`src/rtl/kcs_mbox_pkg.sv`:
```
package kcs_mbox_pkg;
  localparam int NCH   = 4;
  localparam int AW    = 10;
  localparam int DW    = 32;
  localparam int NCTL  = 10;
  localparam int NSRC  = NCH + 1;

  typedef logic [AW-1:0] widx_t;

  localparam int OBF_B = 0;
  localparam int IBF_B = 1;

  // control slot numbering (slot 7 holds the strap register)
  localparam int SL_EN   = 0;
  localparam int SL_IE   = 2;
  localparam int SL_EN3  = 4;
  localparam int SL_STRP = 7;
  localparam int SL_X    = 9;

  function automatic widx_t ctl_idx(input int k);
    logic [11:0] b;
    case (k)
      0: b = 12'h000; 1: b = 12'h004; 2: b = 12'h008; 3: b = 12'h00C;
      4: b = 12'h010; 5: b = 12'h080; 6: b = 12'h084; 7: b = 12'h088;
      8: b = 12'h08C; default: b = 12'h100;
    endcase
    return widx_t'(b >> 2);
  endfunction

  function automatic widx_t idr_idx(input int c);
    logic [11:0] b;
    case (c)
      0: b = 12'h024; 1: b = 12'h028; 2: b = 12'h02C; default: b = 12'h114;
    endcase
    return widx_t'(b >> 2);
  endfunction

  function automatic widx_t odr_idx(input int c);
    logic [11:0] b;
    case (c)
      0: b = 12'h030; 1: b = 12'h034; 2: b = 12'h038; default: b = 12'h118;
    endcase
    return widx_t'(b >> 2);
  endfunction

  function automatic widx_t str_idx(input int c);
    logic [11:0] b;
    case (c)
      0: b = 12'h03C; 1: b = 12'h040; 2: b = 12'h044; default: b = 12'h11C;
    endcase
    return widx_t'(b >> 2);
  endfunction

  function automatic logic is_mapped(input widx_t a);
    logic hit;
    hit = 1'b0;
    for (int k = 0; k < NCTL; k++) if (a == ctl_idx(k)) hit = 1'b1;
    for (int c = 0; c < NCH; c++)
      if (a == idr_idx(c) || a == odr_idx(c) || a == str_idx(c)) hit = 1'b1;
    return hit;
  endfunction
endpackage

```
`src/rtl/kcs_mbox_ctl.sv`:
```
module kcs_mbox_ctl
  import kcs_mbox_pkg::*;
#(
  parameter logic [DW-1:0] STRAP7 = '0
) (
  input  logic                     clk,
  input  logic                     rst_n,
  input  widx_t                    m_addr,
  input  logic                     m_wr,
  input  logic [DW-1:0]            m_wdata,
  output logic [NCTL-1:0][DW-1:0]  ctl_q,
  output logic [NCH-1:0]           arm
);
  logic [NCTL-1:0] wen;
  logic [NCH-1:0]  en, ie;

  for (genvar k = 0; k < NCTL; k++) begin : g_slot
    localparam logic [DW-1:0] RSTV = (k == SL_STRP) ? STRAP7 : '0;
    assign wen[k] = m_wr && (m_addr == ctl_idx(k));
    always_ff @(posedge clk or negedge rst_n) begin
      if (!rst_n)      ctl_q[k] <= RSTV;
      else if (wen[k]) ctl_q[k] <= m_wdata;
    end
  end

  always_comb begin
    en[0] = ctl_q[SL_EN][5];
    en[1] = ctl_q[SL_EN][6];
    en[2] = ctl_q[SL_EN][7] && ctl_q[SL_EN3][2];
    en[3] = ctl_q[SL_X][0];
    ie[0] = ctl_q[SL_IE][1];
    ie[1] = ctl_q[SL_IE][2];
    ie[2] = ctl_q[SL_IE][3];
    ie[3] = ctl_q[SL_X][1];
    arm   = en & ie;
  end
endmodule

```
`src/rtl/kcs_mbox_chan.sv`:
```
module kcs_mbox_chan
  import kcs_mbox_pkg::*;
(
  input  logic          clk,
  input  logic          rst_n,
  input  logic          arm,
  input  logic          h_wr,
  input  logic [DW-1:0] h_wdata,
  input  logic          h_rd,
  input  logic          m_idr_wr,
  input  logic          m_idr_rd,
  input  logic          m_odr_wr,
  input  logic          m_str_wr,
  input  logic [DW-1:0] m_wdata,
  output logic [DW-1:0] idr_q,
  output logic [DW-1:0] odr_q,
  output logic [DW-1:0] str_q,
  output logic          irq_q
);
  logic [DW-1:0] idr_d, str_d;
  logic          idr_en, irq_d;

  always_comb begin
    idr_en = h_wr || m_idr_wr;
    idr_d  = h_wr ? h_wdata : m_wdata;
    // base value, then clears, then sets: a set in the same cycle wins
    str_d  = m_str_wr ? m_wdata : str_q;
    if (m_idr_rd) str_d[IBF_B] = 1'b0;
    if (h_rd)     str_d[OBF_B] = 1'b0;
    if (h_wr)     str_d[IBF_B] = 1'b1;
    if (m_odr_wr) str_d[OBF_B] = 1'b1;
    irq_d = irq_q;
    if (m_idr_rd && str_q[IBF_B]) irq_d = 1'b0;
    if (h_wr && arm)              irq_d = 1'b1;
  end

  always_ff @(posedge clk or negedge rst_n) begin
    if (!rst_n) begin
      idr_q <= '0;
      odr_q <= '0;
      str_q <= '0;
      irq_q <= 1'b0;
    end else begin
      if (idr_en)   idr_q <= idr_d;
      if (m_odr_wr) odr_q <= m_wdata;
      str_q <= str_d;
      irq_q <= irq_d;
    end
  end
endmodule

```
`src/rtl/kcs_mbox_irq.sv`:
```
module kcs_mbox_irq #(
  parameter int NSRC = 5
) (
  input  logic            clk,
  input  logic            rst_n,
  input  logic [NSRC-1:0] src,
  output logic            agg
);
  logic [NSRC-1:0] pend_q;

  always_ff @(posedge clk or negedge rst_n) begin
    if (!rst_n) pend_q <= '0;
    else        pend_q <= src;
  end

  assign agg = |pend_q;
endmodule

```
`src/rtl/kcs_mbox.sv`:
```
module kcs_mbox
  import kcs_mbox_pkg::*;
#(
  parameter logic [31:0] STRAP7 = 32'h0000_0000
) (
  input  logic                clk,
  input  logic                rst_n,
  input  logic [AW-1:0]       m_addr,
  input  logic                m_wr,
  input  logic                m_rd,
  input  logic [DW-1:0]       m_wdata,
  output logic [DW-1:0]       m_rdata,
  input  logic [NCH-1:0]      h_wr,
  input  logic [NCH*DW-1:0]   h_wdata,
  input  logic [NCH-1:0]      h_rd,
  output logic [NCH*DW-1:0]   h_odr,
  output logic [NCH*DW-1:0]   h_str,
  input  logic                aux_irq,
  output logic [NCH-1:0]      chan_irq,
  output logic                irq_out
);
  logic [NCTL-1:0][DW-1:0] ctl_q;
  logic [NCH-1:0]          arm;
  logic [NCH-1:0][DW-1:0]  idr_q, odr_q, str_q;

  kcs_mbox_ctl #(.STRAP7(STRAP7)) u_ctl (
    .clk(clk), .rst_n(rst_n), .m_addr(m_addr), .m_wr(m_wr),
    .m_wdata(m_wdata), .ctl_q(ctl_q), .arm(arm)
  );

  for (genvar c = 0; c < NCH; c++) begin : g_ch
    kcs_mbox_chan u_chan (
      .clk(clk), .rst_n(rst_n), .arm(arm[c]),
      .h_wr(h_wr[c]), .h_wdata(h_wdata[c*DW +: DW]), .h_rd(h_rd[c]),
      .m_idr_wr(m_wr && m_addr == idr_idx(c)),
      .m_idr_rd(m_rd && m_addr == idr_idx(c)),
      .m_odr_wr(m_wr && m_addr == odr_idx(c)),
      .m_str_wr(m_wr && m_addr == str_idx(c)),
      .m_wdata(m_wdata),
      .idr_q(idr_q[c]), .odr_q(odr_q[c]), .str_q(str_q[c]),
      .irq_q(chan_irq[c])
    );
    assign h_odr[c*DW +: DW] = odr_q[c];
    assign h_str[c*DW +: DW] = str_q[c];
  end

  kcs_mbox_irq #(.NSRC(NSRC)) u_irq (
    .clk(clk), .rst_n(rst_n), .src({aux_irq, chan_irq}), .agg(irq_out)
  );

  always_comb begin
    m_rdata = '0;
    for (int k = 0; k < NCTL; k++)
      if (m_addr == ctl_idx(k)) m_rdata = ctl_q[k];
    for (int c = 0; c < NCH; c++) begin
      if (m_addr == idr_idx(c)) m_rdata = idr_q[c];
      if (m_addr == odr_idx(c)) m_rdata = odr_q[c];
      if (m_addr == str_idx(c)) m_rdata = str_q[c];
    end
  end
endmodule

```
`config.mk`:
```
export PLATFORM = sky130hd
export DESIGN_NAME = kcs_mbox
export DESIGN_NICKNAME = d
export VERILOG_FILES = /design/src/rtl/kcs_mbox_pkg.sv /design/src/rtl/kcs_mbox_ctl.sv /design/src/rtl/kcs_mbox_chan.sv /design/src/rtl/kcs_mbox_irq.sv /design/src/rtl/kcs_mbox.sv
export SDC_FILE = /design/constraint.sdc
export NUM_CORES = 1
export LEC_CHECK = 0
export ABC_AREA = 1
export BUFFER_PORTS_ARGS = -buffer_cell sky130_fd_sc_hd__buf_4
export CORE_MARGIN = 1
export CORE_UTILIZATION = 55
export CTS_BUF_LIST = sky130_fd_sc_hd__clkbuf_16
export DETAILED_ROUTE_END_ITERATION = 10
export HOLD_SLACK_MARGIN = 0.08
export PLACE_DENSITY = 0.87
export SETUP_SLACK_MARGIN = 0.02
export SLEW_MARGIN = 20
export SYNTH_ARGS = -nofsm -noshare
export SYNTH_HDL_FRONTEND = slang
export SYNTH_SLANG_ARGS = --single-unit
```
`constraint.sdc`:
```
create_clock -name clk -period 2.8 [get_ports clk]
set_clock_uncertainty 0.2 [all_clocks]
set_input_delay 0.14 -clock clk [delete_from_list [all_inputs] [get_ports clk]]
set_output_delay 0.14 -clock clk [all_outputs]
set_load 0.1 [all_outputs]
```
==> results of run 1 <==
synthesized netlist by cell type (all sizes together), types with 3 or more instances:
master,number,area [µm²]
a211oi,11,82.58
a21oi,135,675.7
a221oi,38,339.1
a22o,4,35.03
a31oi,11,68.82
a32o,4,40.04
and2,4,25.02
buf,18,105.1
clkbuf,257,964.7
clkinv,5,18.77
dfrtp,713,17840
inv,157,589.3
nand2,1297,4878
nand3,71,355.3
nand4,93,581.8
nor2,126,508.0
nor3,24,135.1
nor4,6,43.79
o2111ai,7,61.31
o211ai,27,202.7
o21ai,614,3073
o221a,3,33.78
o221ai,4,35.03
o22ai,42,262.8
o311ai,25,219.0
o31ai,3,22.52
or2,24,150.1
kinds of logic after synthesis:
family                 synth area share [%]
AO/OA/AOI/OAI                         16.46
multiplexers                        0.06379
buffers and inverters                 5.346
AND/OR/NAND/NOR                       21.28
flip-flops                            56.85
metal layers:
metal | overflow | global-route usage [%]
met1 | 0 | 60.46
met2 | 2 | 73.37
met3 | 0 | 38.79
met4 | 3 | 53.64
met5 | 0 | 10.52
metrics by stage:
stage          cell area [µm²]  worst slack [ns]  hold slack (ns)
4_1_cts                  43660           -0.6759          0.08094
3_3_place_gp             37260           -0.6521         -0.03140
2_1_floorplan            31520           -0.2931          -0.3556
3_5_place_dp             37260           -0.6768         -0.03362
timing repair:
| action | in CTS |
|---|---|
| endpoints found under the setup margin | 32 |
| pin swaps | 76 |
| hold buffers | 344 |
| buffers inserted | 12 |
| gates resized for setup | 167 |
| hold endpoints to repair | 1132 |
==> impl_metrics.py, run 1 <==
metrics = {
    "floorplanning": {
        "rows": 87,
        "die_h_um": 240.9,
        "die_w_um": 240.9,
        "pin_count": 476,
        "initial_core_util_pct": 55.66,
    },
    "clocking": {
        "clk_path_buf_depth": 3,
        "clock-sinks": 713,
        "cts_root_buf": "clkbuf_16",
        "htreeDepth": 3,
        "numCtsBuffers": 72,
    },
    "status": {
        "stop_stage": "5_1_grt",
        "status": "stopped before the end",
        "tool.error": "[ERROR GRT-0116] Global routing finished with congestion. Check the congestion regions in the DRC Viewer.",
    },
    "synthesis": {
        "syn_area_um2": 31380,
        "synth_seq_cells": 713,
        "synth_area_per_cell_um2": 8.421,
        "synth_ff_type": "dfrtp_1",
        "syn-instance-count": 3727,
        "ys_seq_area_share_pct": 56.85,
        "synth_edf_count": 0,
        "ys_warn_count": 0,
        "syn-num-nets": 3910,
        "async_reset_ff_share_pct": 100.0,
        "synth_cell_type_count": 43,
    },
    "global_routing": {
        "overflow": 5,
        "grt_usage_pct": 57.00,
        "grt_first_pass_wirelength_mm": 243.3,
        "grt_pass1_vias": 40300,
        "grt_max_degree": 90,
    },
    "placed_design": {
        "dp_hpwl_mm": 85.37,
        "port_buffers": 475,
        "dpl.cell_count": 4916,
        "globalplace.congestion": 0.9960,
    },
}
==> run 2: changes to the inputs <==
--- a/config.mk
+++ b/config.mk
@@ -8,12 +8,9 @@
 export ABC_AREA = 1
 export BUFFER_PORTS_ARGS = -buffer_cell sky130_fd_sc_hd__buf_4
 export CORE_MARGIN = 1
-export CORE_UTILIZATION = 55
-export CTS_BUF_LIST = sky130_fd_sc_hd__clkbuf_16
+export CORE_UTILIZATION = 40
 export DETAILED_ROUTE_END_ITERATION = 10
-export HOLD_SLACK_MARGIN = 0.08
-export PLACE_DENSITY = 0.87
-export SETUP_SLACK_MARGIN = 0.02
+export PLACE_DENSITY_LB_ADDON = 0.15
 export SLEW_MARGIN = 20
 export SYNTH_ARGS = -nofsm -noshare
 export SYNTH_HDL_FRONTEND = slang
==> impl_metrics.py, run 2 <==
metrics = {
    "clocking": {
        "cts_root_buf": "clkbuf_16",
        "clk_latency_ns": 0.65,
        "htreeDepth": 3,
        "clk_path_buf_depth": 3,
        "cts_tree": "done",
        "numCtsBuffers": 78,
        "clk_pin_slew_worst_paths_ns": 0.06,
        "clock-sinks": 713,
    },
    "timing": {
        "setup_viol_count_final": 32,
        "slew_violations": 0,
        "fin_ws_ns": -0.6911,
        "relSlewSlack_pct": 33.50,
        "timing.fmax_mhz": 286.4,
        "final_hold_viol_count": 0,
        "period_minus_slack_ns": 3.491,
        "finalHoldWorstSlack_ns": 0.01982,
        "fin_crit_sh_pct": 124.7,
        "worstMarginPinSlew_ns": 0.9975,
        "rsz0062_at_grt": "true",
    },
    "placed_design": {
        "pre_cts_slack_ns": -0.7528,
        "port_buffers": 475,
        "globalplace.congestion": 0.9264,
        "dpl.cell_count": 5255,
        "dp_hpwl_mm": 94.19,
    },
    "setup_path": {
        "cp-end-kind": "output port",
        "critPathLaunchType": "flop",
        "path_buf_inv": 4,
        "path_cells": "nand2_1, nand3_2, a221oi_2, nand3_1, a21oi_1, buf_4, o2111ai_2, a21oi_1, buf_4, nand4_1, buf_4, a21oi_2, nand4_1, a21oi_2, nand3_2, buf_12",
        "crit_slowest_cell": "dfrtp_1",
        "slowest_delay_ns": 0.38,
        "cp.required_ns": 2.46,
        "path_delay_family": "compound AO/OA/AOI/OAI gates",
        "critical_path_class": "flop to output port",
        "crit_fanout": 2,
        "critical_path.most_common_cell": "buf_4",
        "arrival_ns": 3.15,
    },
    "synthesis": {
        "yosysMostFrequentCell": "nand2_1",
        "syn-instance-count": 3727,
        "yosys-top-cells-area": "dfrtp_1 57%, nand2_1 15%, o21ai_0 9.8%",
        "syn-num-nets": 3910,
        "ys_warn_count": 0,
        "synth-xor-area-share_pct": 0,
        "ys_seq_area_share_pct": 56.85,
        "async_reset_ff_share_pct": 100.0,
        "yosys.area_share.adder_pct": 0,
        "synth_edf_count": 0,
        "synth_area_per_cell_um2": 8.421,
        "synth_area_leader_cell": "dfrtp_1",
        "synth_cell_type_count": 43,
        "yosys.area_share.simple_pct": 21.28,
        "synth_compound_area_share_pct": 16.46,
        "synth_ff_type": "dfrtp_1",
        "synth_top_area_share_pct": 56.85,
        "synth_top_family_by_area": "simple AND/OR/NAND/NOR gates",
        "synth_seq_cells": 713,
        "muxShareOfSynthArea_pct": 0.06379,
        "synthTopCellsByCount": "1293 x nand2_1, 713 x dfrtp_1, 613 x o21ai_0, 257 x clkbuf_1, 149 x inv_1",
        "syn_area_um2": 31380,
    },
    "routing": {
        "drt_iter0_markers": 3289,
        "avgViaCountPerCell": 5.508,
        "drt-pass1-iter-count": 7,
        "post_drt_wl_per_cell_um": 23.50,
        "drc_errors": 0,
        "vias": 31510,
        "ant_nets": 0,
        "wl_mm": 134.4,
    },
    "global_routing": {
        "antenna_found_initial": 4,
        "grt_max_degree": 85,
        "grt_first_pass_wirelength_mm": 196.9,
        "grt_pass1_vias": 30100,
        "overflow": 0,
        "grt_usage_pct": 33.42,
    },
    "floorplanning": {
        "rows": 102,
        "die_h_um": 282.1,
        "pin_count": 476,
        "initial_core_util_pct": 40.45,
        "core_area_um2": 77590,
        "die_w_um": 282.1,
        "die_area_um2": 79580,
    },
    "status": {
        "status": "finished, violations left",
        "violations": "negative setup slack",
    },
    "final_layout": {
        "fin_nets": 4798,
        "drive_gt1_share_pct": 25.80,
        "mostFrequentLayoutCells": "1247 x nand2_1, 713 x dfrtp_1, 699 x buf_4",
        "layout_commonest_cell": "nand2_1",
        "largest_reg_flops": 320,
        "syn2layout_area_growth_pct": 44.56,
        "top_register": "u_ctl.ctl_q",
        "final_cells": 5721,
    },
    "power": {
        "ir_drop_mv": 0.4976,
        "power_density_nw_per_um2": 526.9,
        "p_leak_nw": 21.37,
    },
    "flow_run": {
        "cap_violations": 0,
    },
    "hold_path": {
        "hold_class": "input port to flop",
    },
}
run 2: cell counts after synthesis:
Identical to the previous run, type by type.
run 2: metal layers:
layer | up-vias | global-route usage [%] | wire (µm)
met3 | 284 | 6.063 | 11950
met2 | 1591 | 51.35 | 60530
met1 | 15430 | 47.30 | 56470
met5 | - | 0 | 26
met4 | 4 | 11.86 | 5440
li1 | 14200 | - | -
run 2: cells by family (layout without fill, tap and decap cells):
logic type,count (synthesis),in the layout
compound gates,930,930
flops,713,713
buf+inv,437,1389
simple gates,1645,1645
mux,2,2
other cells,0,2
run 2: final timing paths:
| check | startpoint | endpoint | slack, ns | cells after the start |
|---|---|---|---|---|
| setup / recovery | u_ctl.ctl_q[85] | m_rdata[21] | -0.69 | 16 |
| hold / removal | m_wdata[24] | g_ch[3].u_chan.odr_q[24] | 0.02 | 3 |
| setup reg to reg | g_ch[1].u_chan.str_q[1] | g_ch[1].u_chan.str_q[1] | 1.15 | 5 |
| hold reg to reg | g_ch[0].u_chan.irq_q | u_irq.pend_q[0] | 0.23 | 0 |
| max in group asynchronous | rst_n | u_ctl.ctl_q[36] | 1.29 | 5 |
| min in group asynchronous | rst_n | g_ch[3].u_chan.odr_q[15] | 0.53 | 4 |
run 2: worst reg2reg max path, cell delays in order (launching register included):
cell and delay (ns):
dfrtp_1 0.44, inv_1 0.09, a22oi_1 0.15, o21ai_0 0.10, dlygate4sd3_1 0.56, nand2_1 0.06
run 2: cell type report:
type	count	area, µm²
Clock inverter	27	355.3
Multi-Input combinational cell	2577	13000
Clock buffer	117	2330
Sequential cell	713	17840
Antenna cell	2	5.005
Fill cell	6933	32220
Timing Repair Buffer	1083	9920
Tap cell	1040	1301
Inverter	162	621.8
run 2: per-stage QoR:
stage	area, µm²	total power [mW]	util (%)	TNS, ns
floorplan	31520	11.83	-	-3.843
global placement	38280	12.82	49.33	-33.98
detailed placement	38280	12.84	49.33	-34.21
CTS	44860	23.96	57.81	-17.70
global route	45360	24.58	58.46	-21.91
finish	45370	23.90	58.47	-16.41
run 2: timing repair:
action                     in CTS  in global routing
pin swaps                     100                137
buffers inserted               10                 27
resized for setup             223                 81
hold endpoints to repair      998                  0
hold buffers                  286                  0
setup endpoints to repair      32                 62
run 2: power by group:
part	internal (mW)	switching (mW)	total, mW
Sequential	10.6	0.206	10.8
Clock	6.35	4.47	10.8
Combinational	0.833	1.45	2.28
Total	17.8	6.12	23.9
Note: power is estimated with default switching activity, not from simulation.
==> run 3: changes to the inputs <==
--- a/config.mk
+++ b/config.mk
@@ -7,6 +7,7 @@
 export LEC_CHECK = 0
 export ABC_AREA = 1
 export BUFFER_PORTS_ARGS = -buffer_cell sky130_fd_sc_hd__buf_4
+export CORE_ASPECT_RATIO = 0.6
 export CORE_MARGIN = 1
 export CORE_UTILIZATION = 40
 export DETAILED_ROUTE_END_ITERATION = 10
==> impl_metrics.py, run 3 (synthesis results as in run 2) <==
metrics = {
    "setup_path": {
        "arrival_ns": 2.95,
        "cp.required_ns": 2.46,
        "crit_fanout": 2,
        "r2r_slack_ns": 1.14,
        "cp-end-kind": "output port",
        "path_delay_family": "simple AND/OR/NAND/NOR gates",
        "r2r_cells": 3,
        "path_cells": "nand2_1, nand3_2, a21oi_2, nand4_1, a221oi_2, nand3_1, o21ai_2, nand2_2, a221oi_4, nand4_1, nor2_1, nand4_1, buf_12",
        "regToRegEndpoint": "g_ch[0].u_chan.str_q[0]",
        "slowest_delay_ns": 0.40,
        "r2r-start": "g_ch[0].u_chan.str_q[0]",
        "critical_path.most_common_cell": "nand4_1",
        "crit_slowest_cell": "dfrtp_1",
        "path_buf_inv": 1,
        "critPathLaunchType": "flop",
        "critical_path_class": "flop to output port",
    },
    "clocking": {
        "cts_root_buf": "clkbuf_16",
        "htreeDepth": 3,
        "cts_tree": "done",
        "clock-sinks": 713,
        "clk_pin_slew_worst_paths_ns": 0.06,
        "numCtsBuffers": 69,
        "clk_latency_ns": 0.64,
        "clk_path_buf_depth": 3,
    },
    "final_layout": {
        "mostFrequentLayoutCells": "1266 x nand2_1, 713 x dfrtp_1, 656 x buf_4",
        "syn2layout_area_growth_pct": 39.90,
        "n_antenna_cell": 0,
        "fill_cells": 7080,
        "top_register": "u_ctl.ctl_q",
        "drive_gt1_share_pct": 23.42,
        "multi_input_area_um2": 12730,
        "largest_reg_flops": 320,
        "design_area_um2": 43910,
        "seq_area_um2": 17840,
        "layout_commonest_cell": "nand2_1",
        "final_cells": 5638,
        "fin_nets": 4716,
    },
    "power": {
        "p_leak_nw": 20.59,
        "total_power_mw": 22.93,
        "power_density_nw_per_um2": 522.3,
        "p_switching_mw": 5.873,
        "comb_power_share_pct": 9.8,
        "p_int_mw": 17.06,
        "swShare_pct": 25.61,
        "clockPowerShare_pct": 43.2,
        "p_seq_share_pct": 47.1,
        "ir_drop_mv": 0.3476,
    },
    "timing": {
        "final_hold_viol_count": 0,
        "slew_violations": 0,
        "timing.fmax_mhz": 304.1,
        "period_minus_slack_ns": 3.289,
        "setup_tns_ns": -10.97,
        "worstMarginPinSlew_ns": 0.9976,
        "relSlewSlack_pct": 33.42,
        "fin_crit_sh_pct": 117.4,
        "rsz0062_at_grt": "true",
        "finalHoldWorstSlack_ns": 0.02423,
        "setup_viol_count_final": 32,
        "fin_ws_ns": -0.4886,
    },
    "floorplanning": {
        "pin_count": 476,
        "die_h_um": 219.0,
        "rows": 79,
        "core_area_um2": 77590,
        "die_area_um2": 79620,
        "initial_core_util_pct": 40.45,
        "die_w_um": 363.6,
    },
    "hold_path": {
        "min_to": "g_ch[3].u_chan.str_q[6]",
        "hp-start": "m_wdata[6]",
        "hold_depth": 3,
        "hold_class": "input port to flop",
    },
    "status": {
        "violations": "negative setup slack",
        "status": "finished, violations left",
    },
    "routing": {
        "post_drt_wl_per_cell_um": 21.96,
        "wl_mm": 123.8,
        "ant_nets": 0,
        "wl_met2_mm": 51.88,
        "avgViaCountPerCell": 5.437,
        "vias": 30650,
        "drt_iter0_markers": 3370,
        "wl_met3_mm": 11.66,
        "drc_errors": 0,
        "drt-pass1-iter-count": 6,
        "m1WireLength_mm": 56.30,
        "highest_layer": "met5",
    },
    "placed_design": {
        "globalplace.congestion": 0.9094,
        "dp_hpwl_mm": 88.60,
        "port_buffers": 475,
        "dpl.cell_count": 5223,
        "place_area_um2": 37770,
    },
    "global_routing": {
        "grt_first_pass_wirelength_mm": 185.1,
        "antenna_found_initial": 3,
        "overflow": 0,
        "grt_usage_pct": 30.94,
        "grt_pass1_vias": 28850,
        "grt_max_degree": 68,
    },
    "flow_run": {
        "cap_violations": 0,
    },
}
==> run 3: final cells by class <==
cell class | count | area share [%]
clock buffer | 103 | 4.756
inverter | 162 | 1.385
timing repair buffer | 1010 | 20.67
sequential | 713 | 40.64
clock inverter | 20 | 0.5728
multi-input combinational | 2577 | 28.98
tap | 1053 | 3.001
==> run 3: power groups by stage <==
stage | registers, mW | logic (mW) | clock network (mW)
2_1_floorplan | 11.3 | 0.527 | 0
3_3_place_gp | 11.0 | 1.83 | 0
3_5_place_dp | 11.0 | 1.84 | 0
4_1_cts | 10.8 | 2.21 | 10.0
5_1_grt | 10.8 | 2.39 | 10.5
6_report | 10.8 | 2.24 | 9.91
==> run 3: worst register-to-register path, stage by stage, from the launching register on <==
cell           delay, ns
dfrtp_1             0.55
nor2_1              0.09
o31ai_1             0.18
dlygate4sd3_1       0.57
==> run 3: how the worst max path moves through the flow <==
stage,start,end,slack [ns],depth (start not counted)
2_1_floorplan,m_addr[1],m_rdata[14],-0.29,18
3_3_place_gp,m_addr[5],m_rdata[13],-0.72,18
3_5_place_dp,m_addr[5],m_rdata[13],-0.70,18
4_1_cts,u_ctl.ctl_q[13],m_rdata[13],-0.54,13
5_1_grt,u_ctl.ctl_q[44],m_rdata[12],-0.67,29
6_report,u_ctl.ctl_q[13],m_rdata[13],-0.49,13
==> run 3: layer usage <==
layer	GRT usage (%)	vias up
met1	46.41	15020
met2	43.96	1387
met4	9.606	4
li1	-	14020
met5	0	-
met3	7.061	221
==> run 3: timing repair <==
| item | CTS | global route |
|---|---|---|
| pin swaps | 70 | 69 |
| gates resized for setup | 163 | 51 |
| hold endpoints to repair | 921 | 0 |
| hold buffers | 278 | 0 |
| setup buffers | 3 | 11 |
| setup endpoints to repair | 32 | 69 |
==> run 3: per-stage QoR <==
stage	utilization [%]	worst slack, ns
4_1_cts	56.21	-0.5423
2_1_floorplan	-	-0.2931
3_5_place_dp	48.67	-0.6950
6_report	56.59	-0.4886
5_1_grt	56.59	-0.6707
3_3_place_gp	48.67	-0.7210
